===== config.mk =====
export PLATFORM = sky130hd
export DESIGN_NAME = can_bit_timing
export DESIGN_NICKNAME = d
export VERILOG_FILES = /design/src/rtl/cbt_pkg.sv /design/src/rtl/cbt_control.sv /design/src/rtl/cbt_datapath.sv /design/src/rtl/can_bit_timing.sv
export SDC_FILE = /design/constraint.sdc
export NUM_CORES = 1
export LEC_CHECK = 0
export BUFFER_PORTS_ARGS = -buffer_cell sky130_fd_sc_hd__clkbuf_2
export CORE_MARGIN = 2
export CORE_UTILIZATION = 64
export CTS_BUF_LIST = sky130_fd_sc_hd__clkbuf_8
export DETAILED_ROUTE_END_ITERATION = 6
export PLACE_DENSITY = 0.84
export SLEW_MARGIN = 5
export SYNTH_ARGS = -nofsm -noshare
export SYNTH_HDL_FRONTEND = slang
export SYNTH_HIERARCHICAL = 1
export SYNTH_SLANG_ARGS = --single-unit

===== constraint.sdc =====
create_clock -name clk -period 7.4 [get_ports clk]
set_clock_uncertainty 0.05 [all_clocks]
set_input_delay 1.11 -clock clk [delete_from_list [all_inputs] [get_ports clk]]
set_output_delay 1.11 -clock clk [all_outputs]
set_load 0.01 [all_outputs]

===== src/rtl/cbt_pkg.sv =====
package cbt_pkg;
  typedef enum logic [1:0] {
    SEG_SYNC  = 2'd0,
    SEG_TSEG1 = 2'd1,
    SEG_PH2   = 2'd2
  } seg_e;

  typedef struct packed {
    logic sample;
    logic txPoint;
  } strobe_t;
endpackage


===== src/rtl/cbt_control.sv =====
module cbt_control #(
  parameter int PROP_W = 4,
  parameter int PH1_W  = 4,
  parameter int PH2_W  = 4,
  parameter int SJW_W  = 3,
  parameter int CNT_W  = 6
) (
  input  logic               clk,
  input  logic               rstN,
  input  logic               enable,
  input  logic               tqEn,
  input  logic               rxEdge,
  input  logic               busIdle,
  input  logic               txDominant,
  input  logic [PROP_W-1:0]  cfgProp,
  input  logic [PH1_W-1:0]   cfgPh1,
  input  logic [PH2_W-1:0]   cfgPh2,
  input  logic [SJW_W-1:0]   cfgSjw,
  output cbt_pkg::strobe_t   stb
);
  import cbt_pkg::*;

  seg_e             seg, segN;
  logic [CNT_W-1:0] cnt, cntN;
  logic [SJW_W-1:0] ext, extN;
  logic [SJW_W-1:0] cut, cutN;
  logic             resyncDone, resyncDoneN;

  logic [CNT_W-1:0] base, sjwW, ph2W, extAdd, lenEff, errQ, ph2End;
  logic             softOk;

  always_comb begin
    base   = CNT_W'(cfgProp) + CNT_W'(cfgPh1);
    sjwW   = CNT_W'(cfgSjw);
    ph2W   = CNT_W'(cfgPh2);
    softOk = rxEdge && !resyncDone && !txDominant;
    extAdd = (softOk && seg == SEG_TSEG1) ? ((cnt > sjwW) ? sjwW : cnt) : '0;
    lenEff = base + CNT_W'(ext) + extAdd;
    errQ   = ph2W + CNT_W'(1) - cnt;
    ph2End = ph2W - CNT_W'(cut);
  end

  always_comb begin
    segN        = seg;
    cntN        = cnt;
    extN        = ext;
    cutN        = cut;
    resyncDoneN = resyncDone;
    stb         = '0;
    if (!enable) begin
      segN        = SEG_SYNC;
      cntN        = '0;
      extN        = '0;
      cutN        = '0;
      resyncDoneN = 1'b0;
    end else if (tqEn) begin
      if (rxEdge && busIdle) begin
        // hard synchronization: this quantum was the sync quantum
        segN        = SEG_TSEG1;
        cntN        = CNT_W'(1);
        extN        = '0;
        cutN        = '0;
        resyncDoneN = 1'b1;
      end else begin
        unique case (seg)
          SEG_SYNC: begin
            segN = SEG_TSEG1;
            cntN = CNT_W'(1);
            extN = '0;
            cutN = '0;
          end
          SEG_TSEG1: begin
            if (softOk) begin
              resyncDoneN = 1'b1;
              extN        = ext + SJW_W'(extAdd);
            end
            if (cnt >= lenEff) begin
              stb.sample  = 1'b1;
              segN        = SEG_PH2;
              cntN        = CNT_W'(1);
              resyncDoneN = 1'b0;
            end else begin
              cntN = cnt + CNT_W'(1);
            end
          end
          SEG_PH2: begin
            if (softOk && errQ <= sjwW) begin
              // edge quantum becomes the sync quantum of a new bit
              resyncDoneN = 1'b1;
              stb.txPoint = 1'b1;
              segN        = SEG_TSEG1;
              cntN        = CNT_W'(1);
              extN        = '0;
              cutN        = '0;
            end else if (softOk) begin
              resyncDoneN = 1'b1;
              cutN        = cfgSjw;
              if (cnt >= ph2W - sjwW) begin
                stb.txPoint = 1'b1;
                segN        = SEG_SYNC;
                cntN        = '0;
              end else begin
                cntN = cnt + CNT_W'(1);
              end
            end else if (cnt >= ph2End) begin
              stb.txPoint = 1'b1;
              segN        = SEG_SYNC;
              cntN        = '0;
            end else begin
              cntN = cnt + CNT_W'(1);
            end
          end
          default: begin
            segN = SEG_SYNC;
            cntN = '0;
          end
        endcase
      end
    end
  end

  always_ff @(posedge clk or negedge rstN) begin
    if (!rstN) begin
      seg        <= SEG_SYNC;
      cnt        <= '0;
      ext        <= '0;
      cut        <= '0;
      resyncDone <= 1'b0;
    end else begin
      seg        <= segN;
      cnt        <= cntN;
      ext        <= extN;
      cut        <= cutN;
      resyncDone <= resyncDoneN;
    end
  end
endmodule


===== src/rtl/cbt_datapath.sv =====
module cbt_datapath #(
  parameter int PROP_W = 4,
  parameter int PH1_W  = 4,
  parameter int PH2_W  = 4,
  parameter int SJW_W  = 3
) (
  input  logic               clk,
  input  logic               rstN,
  input  logic               enable,
  input  logic               tqEn,
  input  logic               rxLine,
  input  logic [PROP_W-1:0]  cfgPropIn,
  input  logic [PH1_W-1:0]   cfgPh1In,
  input  logic [PH2_W-1:0]   cfgPh2In,
  input  logic [SJW_W-1:0]   cfgSjwIn,
  input  cbt_pkg::strobe_t   stb,
  output logic [PROP_W-1:0]  cfgProp,
  output logic [PH1_W-1:0]   cfgPh1,
  output logic [PH2_W-1:0]   cfgPh2,
  output logic [SJW_W-1:0]   cfgSjw,
  output logic               rxEdge,
  output logic               sampleStb,
  output logic               sampleBit,
  output logic               txPointStb
);
  logic rxPrev;

  // configuration is captured only while disabled
  always_ff @(posedge clk or negedge rstN) begin
    if (!rstN) begin
      cfgProp <= '0;
      cfgPh1  <= PH1_W'(1);
      cfgPh2  <= PH2_W'(1);
      cfgSjw  <= '0;
    end else if (!enable) begin
      cfgProp <= cfgPropIn;
      cfgPh1  <= cfgPh1In;
      cfgPh2  <= cfgPh2In;
      cfgSjw  <= cfgSjwIn;
    end
  end

  always_ff @(posedge clk or negedge rstN) begin
    if (!rstN)        rxPrev <= 1'b1;
    else if (!enable) rxPrev <= 1'b1;
    else if (tqEn)    rxPrev <= rxLine;
  end

  assign rxEdge = enable && tqEn && rxPrev && !rxLine;

  always_ff @(posedge clk or negedge rstN) begin
    if (!rstN) begin
      sampleStb  <= 1'b0;
      sampleBit  <= 1'b1;
      txPointStb <= 1'b0;
    end else begin
      sampleStb  <= stb.sample;
      txPointStb <= stb.txPoint;
      if (stb.sample) sampleBit <= rxLine;
    end
  end
endmodule


===== src/rtl/can_bit_timing.sv =====
module can_bit_timing #(
  parameter int PROP_W = 4,
  parameter int PH1_W  = 4,
  parameter int PH2_W  = 4,
  parameter int SJW_W  = 3
) (
  input  logic              clk,
  input  logic              rstN,
  input  logic              enable,
  input  logic              tqEn,
  input  logic [PROP_W-1:0] cfgProp,
  input  logic [PH1_W-1:0]  cfgPh1,
  input  logic [PH2_W-1:0]  cfgPh2,
  input  logic [SJW_W-1:0]  cfgSjw,
  input  logic              busIdle,
  input  logic              txDominant,
  input  logic              rxLine,
  output logic              sampleStb,
  output logic              sampleBit,
  output logic              txPointStb
);
  localparam int CNT_W = $clog2((1 << PROP_W) + (1 << PH1_W) + (1 << SJW_W) + 1);

  cbt_pkg::strobe_t  stb;
  logic [PROP_W-1:0] propQ;
  logic [PH1_W-1:0]  ph1Q;
  logic [PH2_W-1:0]  ph2Q;
  logic [SJW_W-1:0]  sjwQ;
  logic              rxEdge;

  cbt_datapath #(
    .PROP_W(PROP_W), .PH1_W(PH1_W), .PH2_W(PH2_W), .SJW_W(SJW_W)
  ) u_dp (
    .clk(clk), .rstN(rstN), .enable(enable), .tqEn(tqEn), .rxLine(rxLine),
    .cfgPropIn(cfgProp), .cfgPh1In(cfgPh1), .cfgPh2In(cfgPh2), .cfgSjwIn(cfgSjw),
    .stb(stb),
    .cfgProp(propQ), .cfgPh1(ph1Q), .cfgPh2(ph2Q), .cfgSjw(sjwQ),
    .rxEdge(rxEdge), .sampleStb(sampleStb), .sampleBit(sampleBit),
    .txPointStb(txPointStb)
  );

  cbt_control #(
    .PROP_W(PROP_W), .PH1_W(PH1_W), .PH2_W(PH2_W), .SJW_W(SJW_W), .CNT_W(CNT_W)
  ) u_ctl (
    .clk(clk), .rstN(rstN), .enable(enable), .tqEn(tqEn), .rxEdge(rxEdge),
    .busIdle(busIdle), .txDominant(txDominant),
    .cfgProp(propQ), .cfgPh1(ph1Q), .cfgPh2(ph2Q), .cfgSjw(sjwQ),
    .stb(stb)
  );
endmodule


==> metrics.cfg <==
[floorplanning]
start_util = 0.669
die_h_um = 74.7
dieArea_mm2 = 0.00558
die_x_um = 74.7
pin_count = 25
core-area_mm2 = 0.00479
rows = 25

[place]
place_area_mm2 = 0.00335
dp_hpwl_um = 5340
gp_congestion = 0.897
dp_cells = 418
port_buffers = 24

[power]
vdd_ir_drop_max_v = 0.000117
p_per_area_mw_per_mm2 = 181
p_comb_frac = 0.410
power_leakage_nw = 1.72
seqPwrFrac = 0.363
p_clk_frac = 0.226
p_sw_frac = 0.369
p_int_mw = 0.391
netSwitchingPower_mw = 0.229

[synthesis]
async_reset_ff_frac = 1.00
synthTopCellsByCount = 47 x ha_1, 35 x inv_1, 30 x dfrtp_1
post_synth_num_cell_types = 57
synth_edf_count = 0
yosysSeqAreaShare = 0.267
synth_nets = 413
yosysWarnings = 6
synthCells = 335
synth_area_leaders = dfrtp_1 23%, ha_1 18%, fa_1 5.6%
synth_top_area_cell = dfrtp_1
synth_area_mm2 = 0.00320
ys.flop_type = dfrtp_1
avgSynthCellArea_um2 = 9.55
synth.most_common_cell = ha_1
synth_top_cell_area_share = 0.235
ys_ff_latch = 34

[timing]
hold_viol_final = 0
slew_violations = 0
tns_ps = 0
rsz0062_at_grt = false
max_freq_mhz = 188
worst_pin_slew_ps = 843
min_period_over_period = 0.718
slew-limit-headroom = 0.438
setup_viol = 0
layout_min_cycle_time_ps = 5310

[routing]
vias = 2562
detail-route-antenna-nets = 0
vias_per_cell = 6.01
wl_per_cell_um = 16.3
drt_iter0_markers = 139
drtPass1Iterations = 6
drc_errors = 0
wl_um = 6960

[worst_setup_path]
rr_worst_depth = 20
path_buf_inv = 1
critical-path-top-delay-family = compound AO/OA/AOI/OAI gates
arrival_ps = 5480
cp.depth = 18
cp_max_fo = 31
cp-end-kind = register
start_kind = input port
critical_path_class = input port to register
crit_chain = clkbuf_2 > and4b_2 > nor3b_1 > nand2_1 > a21oi_1 > fa_1 > ha_1 > a21o_1 > a21oi_1 > xor2_1 > ha_1 > nor4_1 > o21ai_1 > a311oi_2 > o22ai_1 > nand2_1 > a22oi_1 > nor2b_1
cp.required_ps = 7570
crit_path_top_delay_cell = clkbuf_2
worstReg2RegStart = u_ctl/cnt[1]$_DFFE_PN0N_
crit_path_max_incr_delay_ps = 590
cp-startpoint = enable

[clock_tree]
post_cts_resized = 0
post_cts_buffers = 0
cts_sinks = 34
clockBufferDepth = 2
clkTransAtPathRegs_ps = 70
cts_root_buf = clkbuf_8
ctsHoldBuffers = 0
worstSkewPairLatency_ps = 290
cts_buffers = 5
htree_levels = 2
cts_tree = yes

[worst_hold_path]
worstHoldPathType = register to register
min_from = u_dp/cfgPh1[3]$_DFFE_PN0N_
hold_depth = 1

[global_routing]
grt_usage = 0.263
antenna_found_initial = 0
grt_max_degree = 35
grt_pass1_wl_um = 11100
grt-ovfl-total = 0
grt_pass1_vias = 2395

[cells_and_area]
area_delta_synth_final_pct = 7.39
fin_area_mm2 = 0.00344
num_antenna_cells = 0
drive_gt1_frac = 0.167
finalNonFillerCells = 426
fin_nets = 436

[flow_run]
maxCapViolations = 0

[outcome]
status = finished, final reports clean

## cell type report
cell class              instances  area [um^2]
clock buffers                   6         82.6
multi-input cells             258         2150
inverters                      35          131
flip-flops and latches         34          856
well taps                      67         83.8
clock inverters                 2         8.76
fillers                       387         1350
repair buffers                 24          120
## power by group through the flow
stage                     Combinational, mW  Clock [mW]  Sequential, mW
after CTS                             0.254       0.145           0.225
final                                 0.255       0.141           0.225
after floorplan                       0.205           0           0.219
after global placement                0.238           0           0.228
after detailed placement              0.251           0           0.229
after global routing                  0.286       0.152           0.228
## flip-flops by register name (all words and copies together) (netlist names)
register / flops
u_ctl/cnt: 6
u_dp/cfgPh1: 4
u_dp/cfgPh2: 4
u_dp/cfgProp: 4
u_ctl/cut: 3
u_ctl/ext: 3
u_dp/cfgSjw: 3
u_ctl/seg: 2
u_ctl/resyncDone: 1
u_dp/rxPrev: 1
u_dp/sampleBit: 1
u_dp/sampleStb: 1
u_dp/txPointStb: 1
## worst paths after layout
path / endpoint / slack, ps
max: u_ctl/resyncDone$_DFFE_PN0P_ / 2090
min: u_dp/cfgPh1[3]$_DFFE_PN0N_ / 470
max reg2reg: u_ctl/resyncDone$_DFFE_PN0P_ / 2830
min reg2reg: u_dp/cfgPh1[3]$_DFFE_PN0N_ / 470
max in group asynchronous: u_ctl/cut[2]$_DFFE_PN0P_ / 5910
min in group asynchronous: u_dp/cfgPh1[2]$_DFFE_PN0N_ / 870
## layout by cell type, fill, tap and decap left out, types with 5 or more instances in the layout
| cell type | instances |
|---|---|
| o22ai_1 | 6 |
| nor2_1 | 17 |
| mux2_4 | 8 |
| inv_1 | 36 |
| nand2_1 | 26 |
| clkbuf_2 | 24 |
| a21o_1 | 7 |
| nand3_1 | 9 |
| mux2_2 | 8 |
| nor3_1 | 5 |
| a21oi_1 | 18 |
| xor2_1 | 5 |
| dfrtp_1 | 30 |
| clkbuf_8 | 6 |
| fa_1 | 9 |
| ha_1 | 47 |
| nor2b_1 | 9 |
| xnor2_1 | 11 |
| nand2b_1 | 7 |
| o21ai_0 | 12 |
## worst register-to-register path, stage by stage, from the launching register on
cell,delay [ps]
dfrtp_1,570
ha_1,430
nand3b_1,110
a32oi_1,270
nor2_1,140
nor2_1,100
a21oi_1,50
nor2_1,370
xor2_1,200
ha_1,190
inv_1,50
fa_1,390
xor2_1,160
ha_1,260
o21ai_0,180
o21bai_1,120
a311oi_2,420
o22ai_1,120
nand2_1,90
a22oi_1,100
nor2b_1,130
## logic make-up after synthesis
group / Yosys count / synth area share
AND/OR/NAND/NOR: 90 / 0.144
other: 2 / 0.00235
flip-flops: 34 / 0.267
XOR/XNOR: 16 / 0.0438
multiplexers: 19 / 0.0751
AO/OA/AOI/OAI: 75 / 0.168
buffers and inverters: 43 / 0.0594
adder cells (fa/ha/maj): 56 / 0.240
## metrics by stage
| step | setup WS (ps) | util | total power, mW | hold slack, ps |
|---|---|---|---|---|
| after floorplan | 2660 | - | 0.424 | 427 |
| after global placement | 2020 | 0.699 | 0.466 | 438 |
| after detailed placement | 1850 | 0.699 | 0.480 | 459 |
| after CTS | 2120 | 0.718 | 0.624 | 475 |
| after global routing | 1720 | 0.718 | 0.666 | 495 |
| final | 2090 | 0.718 | 0.621 | 470 |
## per-layer routing
layer / vias to the layer above / global-route usage / share of wire
li1: 1228 / - / -
met2: 89 / 0.439 / 0.49
met3: 17 / 0.0522 / 0.046
met4: 0 / 0.101 / 0.021
met1: 1228 / 0.338 / 0.44
met5: - / 0 / 0
Note: power is estimated with default switching activity, not from simulation.
